==> src/rtl/uw_pkg.sv <==
package uw_pkg;
  typedef enum logic [2:0] {
    ST_IDLE,
    ST_CMD,
    ST_READ,
    ST_HOLD,
    ST_PROG,
    ST_STAT
  } uw_state_e;

  localparam logic [1:0] OP_EXT   = 2'b00;
  localparam logic [1:0] OP_WRITE = 2'b01;
  localparam logic [1:0] OP_READ  = 2'b10;
  localparam logic [1:0] OP_ERASE = 2'b11;

  localparam logic [1:0] EXT_WDIS = 2'b00;
  localparam logic [1:0] EXT_WALL = 2'b01;
  localparam logic [1:0] EXT_EALL = 2'b10;
  localparam logic [1:0] EXT_WEN  = 2'b11;

  localparam int SHIFT_W = 16;
endpackage

==> src/rtl/uw_sync.sv <==
module uw_sync #(
  parameter int WIDTH  = 1,
  parameter int STAGES = 2
) (
  input  logic             clk,
  input  logic             rst_n,
  input  logic [WIDTH-1:0] d_i,
  output logic [WIDTH-1:0] q_o
);
  for (genvar s = 0; s < STAGES; s++) begin : g_stage
    logic [WIDTH-1:0] q;
    if (s == 0) begin : g_first
      always_ff @(posedge clk or negedge rst_n) begin
        if (!rst_n) q <= '0;
        else        q <= d_i;
      end
    end else begin : g_next
      always_ff @(posedge clk or negedge rst_n) begin
        if (!rst_n) q <= '0;
        else        q <= g_stage[s-1].q;
      end
    end
  end

  assign q_o = g_stage[STAGES-1].q;
endmodule

==> src/rtl/uw_mem.sv <==
module uw_mem #(
  parameter int MEM_AW = 6
) (
  input  logic              clk,
  input  logic              rst_n,
  input  logic              org,
  input  logic [MEM_AW-1:0] rd_idx,
  output logic [15:0]       rd_word,
  input  logic              we,
  input  logic              we_all,
  input  logic [MEM_AW-1:0] wr_idx,
  input  logic [15:0]       wr_data
);
  localparam int DEPTH = 1 << MEM_AW;
  localparam int FLAT_W = DEPTH * 8;

  logic [FLAT_W-1:0]  flat;
  logic [MEM_AW-1:0]  hi_idx;
  logic [MEM_AW-1:0]  lo_idx;

  for (genvar g = 0; g < DEPTH; g++) begin : g_byte
    localparam logic [MEM_AW-1:0] BYTE_IDX = MEM_AW'(g);
    logic       hit;
    logic [7:0] val;
    logic [7:0] q;

    always_comb begin
      if (org) begin
        hit = we_all || (wr_idx[MEM_AW-2:0] == BYTE_IDX[MEM_AW-1:1]);
        val = BYTE_IDX[0] ? wr_data[7:0] : wr_data[15:8];
      end else begin
        hit = we_all || (wr_idx == BYTE_IDX);
        val = wr_data[7:0];
      end
    end

    always_ff @(posedge clk or negedge rst_n) begin
      if (!rst_n)          q <= 8'hFF;
      else if (we && hit)  q <= val;
    end

    assign flat[8*g +: 8] = q;
  end

  assign hi_idx = {rd_idx[MEM_AW-2:0], 1'b0};
  assign lo_idx = {rd_idx[MEM_AW-2:0], 1'b1};

  always_comb begin
    if (org) rd_word = {flat[{hi_idx, 3'b000} +: 8], flat[{lo_idx, 3'b000} +: 8]};
    else     rd_word = {8'h00, flat[{rd_idx, 3'b000} +: 8]};
  end
endmodule

==> src/rtl/uw_ctrl.sv <==
module uw_ctrl
  import uw_pkg::*;
#(
  parameter int MEM_AW      = 6,
  parameter int BUSY_CYCLES = 64
) (
  input  logic              clk,
  input  logic              rst_n,
  input  logic              cs,
  input  logic              sck_rise,
  input  logic              di,
  input  logic              org,
  input  logic              pe,
  input  logic [15:0]       rd_word,
  output logic [MEM_AW-1:0] rd_idx,
  output logic              mem_we,
  output logic              mem_all,
  output logic [MEM_AW-1:0] wr_idx,
  output logic [15:0]       wr_data,
  output logic              do_o,
  output logic              do_oe,
  output logic              ewen_o,
  output logic              busy_nz_o,
  output uw_state_e         state_o
);
  localparam int BW = $clog2(BUSY_CYCLES + 1);

  uw_state_e         state_q, state_d;
  logic [4:0]        cnt_q, cnt_d, cnt_inc;
  logic [SHIFT_W-2:0] sr_q, sr_d;
  logic [SHIFT_W-1:0] sr_sh;
  logic [1:0]        op_q, op_d;
  logic [MEM_AW-1:0] addr_q, addr_d;
  logic              ewen_q, ewen_d;
  logic              do_q, do_d;
  logic [3:0]        bit_q, bit_d;
  logic [BW-1:0]     busy_q, busy_d;

  logic [4:0]        hdr_len, full_len;
  logic [3:0]        last_bit;
  logic [1:0]        hdr_op, hdr_ext;
  logic [MEM_AW-1:0] hdr_idx;
  logic              ready;
  logic              prog_req, prog_all;
  logic [15:0]       prog_data;
  logic [MEM_AW-1:0] prog_idx;

  assign sr_sh    = {sr_q, di};
  assign cnt_inc  = cnt_q + 5'd1;
  assign hdr_len  = org ? 5'd12 : 5'd13;
  assign full_len = org ? 5'd28 : 5'd21;
  assign last_bit = org ? 4'd15 : 4'd7;
  assign hdr_op   = org ? sr_sh[11:10] : sr_sh[12:11];
  assign hdr_ext  = org ? sr_sh[9:8]   : sr_sh[10:9];
  assign hdr_idx  = org ? {1'b0, sr_sh[MEM_AW-2:0]} : sr_sh[MEM_AW-1:0];
  assign ready    = (busy_q == '0);

  always_comb begin
    state_d   = state_q;
    cnt_d     = cnt_q;
    sr_d      = sr_q;
    op_d      = op_q;
    addr_d    = addr_q;
    ewen_d    = ewen_q;
    do_d      = do_q;
    bit_d     = bit_q;
    busy_d    = ready ? busy_q : busy_q - BW'(1);
    prog_req  = 1'b0;
    prog_all  = 1'b0;
    prog_data = 16'hFFFF;
    prog_idx  = addr_q;
    mem_we    = 1'b0;

    if (!cs) begin
      if (state_q == ST_PROG || state_q == ST_STAT) state_d = ST_STAT;
      else                                          state_d = ST_IDLE;
    end else if (sck_rise) begin
      case (state_q)
        ST_IDLE, ST_STAT: begin
          if (di && (state_q == ST_IDLE || ready)) begin
            state_d = ST_CMD;
            cnt_d   = '0;
            sr_d    = '0;
          end
        end
        ST_CMD: begin
          sr_d  = sr_sh[SHIFT_W-2:0];
          cnt_d = cnt_inc;
          if (cnt_inc == hdr_len) begin
            op_d   = hdr_op;
            addr_d = hdr_idx;
            case (hdr_op)
              OP_READ: begin
                state_d = ST_READ;
                do_d    = 1'b0;
                bit_d   = last_bit;
              end
              OP_ERASE: begin
                prog_req = 1'b1;
                prog_idx = hdr_idx;
              end
              OP_WRITE: ;
              default: begin
                case (hdr_ext)
                  EXT_EALL: begin
                    prog_req = 1'b1;
                    prog_all = 1'b1;
                  end
                  EXT_WEN: begin
                    ewen_d  = 1'b1;
                    state_d = ST_HOLD;
                  end
                  EXT_WDIS: begin
                    ewen_d  = 1'b0;
                    state_d = ST_HOLD;
                  end
                  default: ;
                endcase
              end
            endcase
          end else if (cnt_inc == full_len) begin
            prog_req  = 1'b1;
            prog_all  = (op_q == OP_EXT);
            prog_data = org ? sr_sh : {8'h00, sr_sh[7:0]};
          end
        end
        ST_READ: begin
          do_d = rd_word[bit_q];
          if (bit_q == 4'd0) begin
            bit_d  = last_bit;
            addr_d = addr_q + MEM_AW'(1);
          end else begin
            bit_d = bit_q - 4'd1;
          end
        end
        default: ;
      endcase
    end

    if (prog_req) begin
      if (ewen_q && pe) begin
        mem_we  = 1'b1;
        busy_d  = BW'(BUSY_CYCLES);
        state_d = ST_PROG;
      end else begin
        state_d = ST_HOLD;
      end
    end
  end

  always_ff @(posedge clk or negedge rst_n) begin
    if (!rst_n) begin
      state_q <= ST_IDLE;
      cnt_q   <= '0;
      sr_q    <= '0;
      op_q    <= OP_EXT;
      addr_q  <= '0;
      ewen_q  <= 1'b0;
      do_q    <= 1'b0;
      bit_q   <= '0;
      busy_q  <= '0;
    end else begin
      state_q <= state_d;
      cnt_q   <= cnt_d;
      sr_q    <= sr_d;
      op_q    <= op_d;
      addr_q  <= addr_d;
      ewen_q  <= ewen_d;
      do_q    <= do_d;
      bit_q   <= bit_d;
      busy_q  <= busy_d;
    end
  end

  assign rd_idx    = addr_q;
  assign mem_all   = prog_all;
  assign wr_idx    = prog_idx;
  assign wr_data   = prog_data;
  assign do_o      = (state_q == ST_STAT) ? ready : do_q;
  assign do_oe     = cs && (state_q == ST_READ || state_q == ST_STAT);
  assign ewen_o    = ewen_q;
  assign busy_nz_o = !ready;
  assign state_o   = state_q;
endmodule

==> src/rtl/uw_eeprom.sv <==
module uw_eeprom
  import uw_pkg::*;
#(
  parameter int MEM_AW      = 6,
  parameter int BUSY_CYCLES = 64,
  parameter int SYNC_STAGES = 2
) (
  input  logic clk,
  input  logic rst_n,
  input  logic cs_i,
  input  logic sck_i,
  input  logic di_i,
  input  logic org_i,
  input  logic pe_i,
  output logic do_o,
  output logic do_oe_o
);
  logic [1:0]        rst_pipe;
  logic              srst_n;
  logic [2:0]        sync_q;
  logic              cs_s, sck_s, di_s, sck_d, sck_rise;
  logic [15:0]       rd_word;
  logic [MEM_AW-1:0] rd_idx, wr_idx;
  logic              mem_we, mem_all;
  logic [15:0]       wr_data;
  logic              ewen, busy_nz;
  uw_state_e         state;

  always_ff @(posedge clk or negedge rst_n) begin
    if (!rst_n) rst_pipe <= 2'b00;
    else        rst_pipe <= {rst_pipe[0], 1'b1};
  end
  assign srst_n = rst_pipe[1];

  uw_sync #(.WIDTH(3), .STAGES(SYNC_STAGES)) u_sync (
    .clk   (clk),
    .rst_n (srst_n),
    .d_i   ({cs_i, sck_i, di_i}),
    .q_o   (sync_q)
  );
  assign cs_s  = sync_q[2];
  assign sck_s = sync_q[1];
  assign di_s  = sync_q[0];

  always_ff @(posedge clk or negedge srst_n) begin
    if (!srst_n) sck_d <= 1'b0;
    else         sck_d <= sck_s;
  end
  assign sck_rise = sck_s && !sck_d;

  uw_ctrl #(.MEM_AW(MEM_AW), .BUSY_CYCLES(BUSY_CYCLES)) u_ctrl (
    .clk       (clk),
    .rst_n     (srst_n),
    .cs        (cs_s),
    .sck_rise  (sck_rise),
    .di        (di_s),
    .org       (org_i),
    .pe        (pe_i),
    .rd_word   (rd_word),
    .rd_idx    (rd_idx),
    .mem_we    (mem_we),
    .mem_all   (mem_all),
    .wr_idx    (wr_idx),
    .wr_data   (wr_data),
    .do_o      (do_o),
    .do_oe     (do_oe_o),
    .ewen_o    (ewen),
    .busy_nz_o (busy_nz),
    .state_o   (state)
  );

  uw_mem #(.MEM_AW(MEM_AW)) u_mem (
    .clk     (clk),
    .rst_n   (srst_n),
    .org     (org_i),
    .rd_idx  (rd_idx),
    .rd_word (rd_word),
    .we      (mem_we),
    .we_all  (mem_all),
    .wr_idx  (wr_idx),
    .wr_data (wr_data)
  );
endmodule

==> config.mk <==
export PLATFORM = sky130hd
export DESIGN_NAME = uw_eeprom
export DESIGN_NICKNAME = d
export VERILOG_FILES = /design/src/rtl/uw_pkg.sv /design/src/rtl/uw_sync.sv /design/src/rtl/uw_mem.sv /design/src/rtl/uw_ctrl.sv /design/src/rtl/uw_eeprom.sv
export SDC_FILE = /design/constraint.sdc
export NUM_CORES = 1
export LEC_CHECK = 0
export ABC_CLOCK_PERIOD_IN_PS = 36700
export BUFFER_PORTS_ARGS = -buffer_cell sky130_fd_sc_hd__buf_4
export CAP_MARGIN = 20
export CORE_MARGIN = 1
export CORE_UTILIZATION = 60
export DETAILED_ROUTE_END_ITERATION = 10
export PLACE_DENSITY = 0.76
export SLEW_MARGIN = 30
export SYNTH_ARGS = -nofsm -noshare
export SYNTH_HDL_FRONTEND = slang
export SYNTH_SLANG_ARGS = --single-unit
==> constraint.sdc <==
create_clock -name clk -period 36.7 [get_ports clk]
set_clock_uncertainty 0.15 [all_clocks]
set_input_delay 3.67 -clock clk [delete_from_list [all_inputs] [get_ports clk]]
set_output_delay 3.67 -clock clk [all_outputs]
set_load 0.02 [all_outputs]
==> metrics.md <==
| Metric | Value |
|---|---|
| Setup crit start kind | input pin |
| Setup bufs post-CTS | 0 |
| VDD IR-drop max | about 0.048 mV |
| Crit path buf inv count | 4 |
| Post-synth top flop | dfstp_2 |
| Worst Hold Launch | rst_pipe[0] |
| Cts hold-fix bufs | 0 |
| First-pass GRT wire length | roughly 160000 um |
| Wire per inst | about 33 um |
| Crit Reg-Reg Endpoint | u_ctrl.do_q |
| Switching Fraction | 36.1% |
| Critical path type | in2reg |
| # DRC | 0 |
| Multi-input gate area | ~0.016 sq mm |
| Tcrit/Tclk final | approximately a quarter |
| Yosys top cell by area | dfstp_2 |
| Place WS | approximately 28 ns |
| Gr ovfl total | 0 |
| Die Y | 232 um |
| RSZ-0062 raised after global routing | no |
| Setup TNS Final | 0 ns |
| Storage element area | between 0.01 and 0.015 sq mm |
| Max cap viols | 0 |
| Total track usage | between 40 and 50% |
| Root Buffer | clkbuf_16 |
| Ant diodes | 0 |
| Gate power share | 28.9% |
| Clk sink count | roughly 570 |
| Worst-path fanout max | 63 |
| CP Data Required Time | roughly 37 ns |
| Pre-Repair DR Iteration Count | 7 |
| Synth Cell Area | approximately 0.032 sq mm |
| Core Rows | 83 |
| Resized cells post-CTS | 0 |
| Final nets | around 2500 |
| DRT iter0 DRCs | around 3200 |
| Fraction of layout cells with a size suffix above 1 | a little over half |
| Min-Delay Path Class | reg2reg |
| Largest net degree at the start of global routing | 201 |
| Hold path cells | 0 |
| Clk buf depth | 3 |
| Final setup fails | 0 |
| Mapped Nets | between 2000 and 3000 |
| Ys async rst share | 100% |
| Final Hold Fails | 0 |
| Setup slack, reg-to-reg | just over 30 ns |
| Crit path max-delay family | buffers and inverters |
| R2R Path Start | u_ctrl.rd_idx[0] |
| Drt via density | around 7.4 |
| Core ar. | ~0.052 sq mm |
| Antenna Nets Post-Route | 0 |
| Ports | 9 |
| Clk pwr share | around a third |
| TritonCTS Buffers | between 50 and 60 |
| Die width | between 200 and 250 um |
| Count of cell types in the netlist | 81 |
| Crit. Startpoint | org_i |
| Total routed wirelength | between 100000 and 150000 um |
| Achievable Freq | between 100 and 150 MHz |
| Die area | 0.0538 sq mm |
| Vias post-DR | 23900 |
| Crit path cell chain | buf_4, buf_4, and3b_2, buf_4, buf_4, a221o_1, o21ai_0, a2bb2oi_1, a21oi_1, nor4_1, a211oi_1, nor4_1, o41ai_1 |
| H-tree depth | 2 |
| WP data arrival | roughly 9 ns |
| Worst hold endpoint | rst_pipe[1] |
| Max-slew violations | 0 |
| Post-synth EDFFs | 0 |
| Leak Pwr | roughly 0.013 uW |
| Yosys Warn Count | 0 |
| Final min period | roughly 8.9 ns |
| PwrDens | ~53 mW/mm^2 |
| Antenna violations before repair | 5 |
| Top area cells in the synthesized netlist | dfstp_2, mux2_2, mux4_2, dfrtp_1, a221oi_4 |
| Internal power | approximately 1200 uW |
| P_sw | ~660 uW |
| Register area share after synthesis | 46.5% |
| Initial Utilization | approximately three fifths |
| Power, Total | 1820 uW |
| DP Area | 0.0323 sq mm |
| DP HPWL | 66100 um |
| Fillers | ~3700 |
| Final GP Congestion | about 1.1 |
| CP peak stage delay | approximately 0.84 ns |
| Final Worst Setup Slack | between 20 and 30 ns |
| Cell depth of the worst flop-to-flop path | 12 |
| Vias in the first global route | between 20000 and 25000 |
| Fin area | around 0.034 sq mm |
| Syn Area/Cell | roughly 12 sq um |
| Slowest CP cell | buf_4 |
| Synth top area share | ~42% |
| Critical path endpoint category | flop |
| Reg power frac | between 30 and 40% |
| Synthesized instance count | 2593 |
| CTS tree | yes |
| Area delta synth->final | 8.41% |
| Skew-Pair Late Insertion Delay | between 0.6 and 0.7 ns |
| Clk slew on worst S/H paths | 0.06 ns |
| PortBufs | 8 |
| Critical path's most frequent cell | buf_4 |
| Number of synthesized register bits | 565 |
| Worst Tran Pin Value | about 1.1 ns |
| Status | finished clean |
| Relative slew slack | ~26% |
sequential cells by signal, indices dropped and copies added (netlist names):
| register | cells |
|---|---|
| u_ctrl.busy_q | 7 |
| u_ctrl.sr_q | 15 |
| u_ctrl.do_q | 1 |
| u_ctrl.op_q | 2 |
| u_sync.g_stage.q | 3 |
| u_mem.g_byte.q | 512 |
| rst_pipe | 2 |
| u_ctrl.cnt_q | 5 |
| u_ctrl.rd_idx | 6 |
| u_ctrl.state_o | 3 |
| u_ctrl.bit_q | 4 |
| sck_d | 1 |
| u_ctrl.ewen_o | 1 |
| u_sync.q_o | 3 |
layout make-up:
cell class | count | share of cell area [%]
Timing Repair Buffer | 69 | 1.72
Clock inverter | 24 | 0.869
Tap cell | 680 | 2.47
Sequential cell | 565 | 43.0
Clock buffer | 83 | 5.08
Inverter | 16 | 0.174
Multi-Input combinational cell | 1784 | 46.7
routing by layer:
| metal | share of wire, % | wire length (um) | track usage, % | vias to the layer above |
|---|---|---|---|---|
| met5 | 0.022 | 23 | 0 | - |
| met4 | 5.7 | 6070 | 21.3 | 4 |
| met3 | 13 | 13700 | 12.7 | 354 |
| li1 | - | - | - | 9586 |
| met2 | 42 | 45200 | 56.7 | 1661 |
| met1 | 39 | 41400 | 55.0 | 12300 |
power by group through the flow:
stage | clock, uW | sequential (uW) | combinational (uW)
2_1_floorplan | 0 | 652 | 334
3_3_place_gp | 0 | 666 | 493
3_5_place_dp | 0 | 667 | 499
4_1_cts | 638 | 658 | 503
5_1_grt | 663 | 660 | 542
6_report | 634 | 659 | 526
how the worst max path moves through the flow:
stage                       end  depth (start not counted)
CTS                 u_ctrl.do_q                         11
global route        u_ctrl.do_q                         13
detailed placement  u_ctrl.do_q                         11
floorplan                 sck_d                          0
global placement    u_ctrl.do_q                         11
finish              u_ctrl.do_q                         13
synth_stat cells, drive strengths merged (7+ instances only):
library cell and number:
nor2b 38, or3 12, nor2 81, o21ai 155, a22o 32, and3 10, mux4 100, nand4 7
a31oi 24, buf 96, clkbuf 132, dfstp 512, inv 16, nand3 65, o22ai 27, mux2i 71
o21a 22, nand2b 11, o211ai 12, a221oi 80, a21oi 89, mux2 525, a2111oi 7, and2 22
o2111ai 7, a22oi 26, nor3 23, a211oi 12, dfrtp 53, a221o 25, nand2 209
kinds of logic after synthesis:
logic type	count (synthesis)	share of synthesized area (%)
AO/OA/AOI/OAI	570	14.1
XOR/XNOR	9	0.272
adder cells (fa/ha/maj)	6	0.236
buffers and inverters	244	3.25
flip-flops	565	46.5
multiplexers	696	28.0
other	1	0.0118
AND/OR/NAND/NOR	502	7.63
cells in the final DEF (no fill, tap or decap), drive strengths merged, types with 22 or more instances in the layout:
cell / instances
a21oi: 89
mux4: 100
dfstp: 512
a31oi: 24
nor2b: 38
o22ai: 27
clkbuf: 83
nor3: 23
nand2: 209
o21a: 22
mux2i: 71
buf: 69
nor2: 81
a221oi: 80
a221o: 25
and2: 22
a22o: 32
dfrtp: 53
o21ai: 155
mux2: 525
nand3: 65
a22oi: 26
worst reg2reg max path, cell delays in order (launching register included):
cell and delay [ns]:
dfrtp_4 0.73, buf_4 0.79, and3b_2 0.34, buf_4 0.45, buf_4 0.54, a221o_1 0.24
o21ai_0 0.11, a2bb2oi_1 0.59, a21oi_1 0.28, nor4_1 0.70, a211oi_1 0.10, nor4_1 0.80
o41ai_1 0.13
through the flow:
step                      std cells  util (%)  hold slack [ns]
after floorplan                2593         -            0.181
after global placement         3111      62.3            0.185
after detailed placement       3112      62.4            0.190
after CTS                      3219      66.3            0.207
after global routing           3221      66.4            0.217
final                          3221      66.4            0.204
Power figures use the tool's default switching activity.
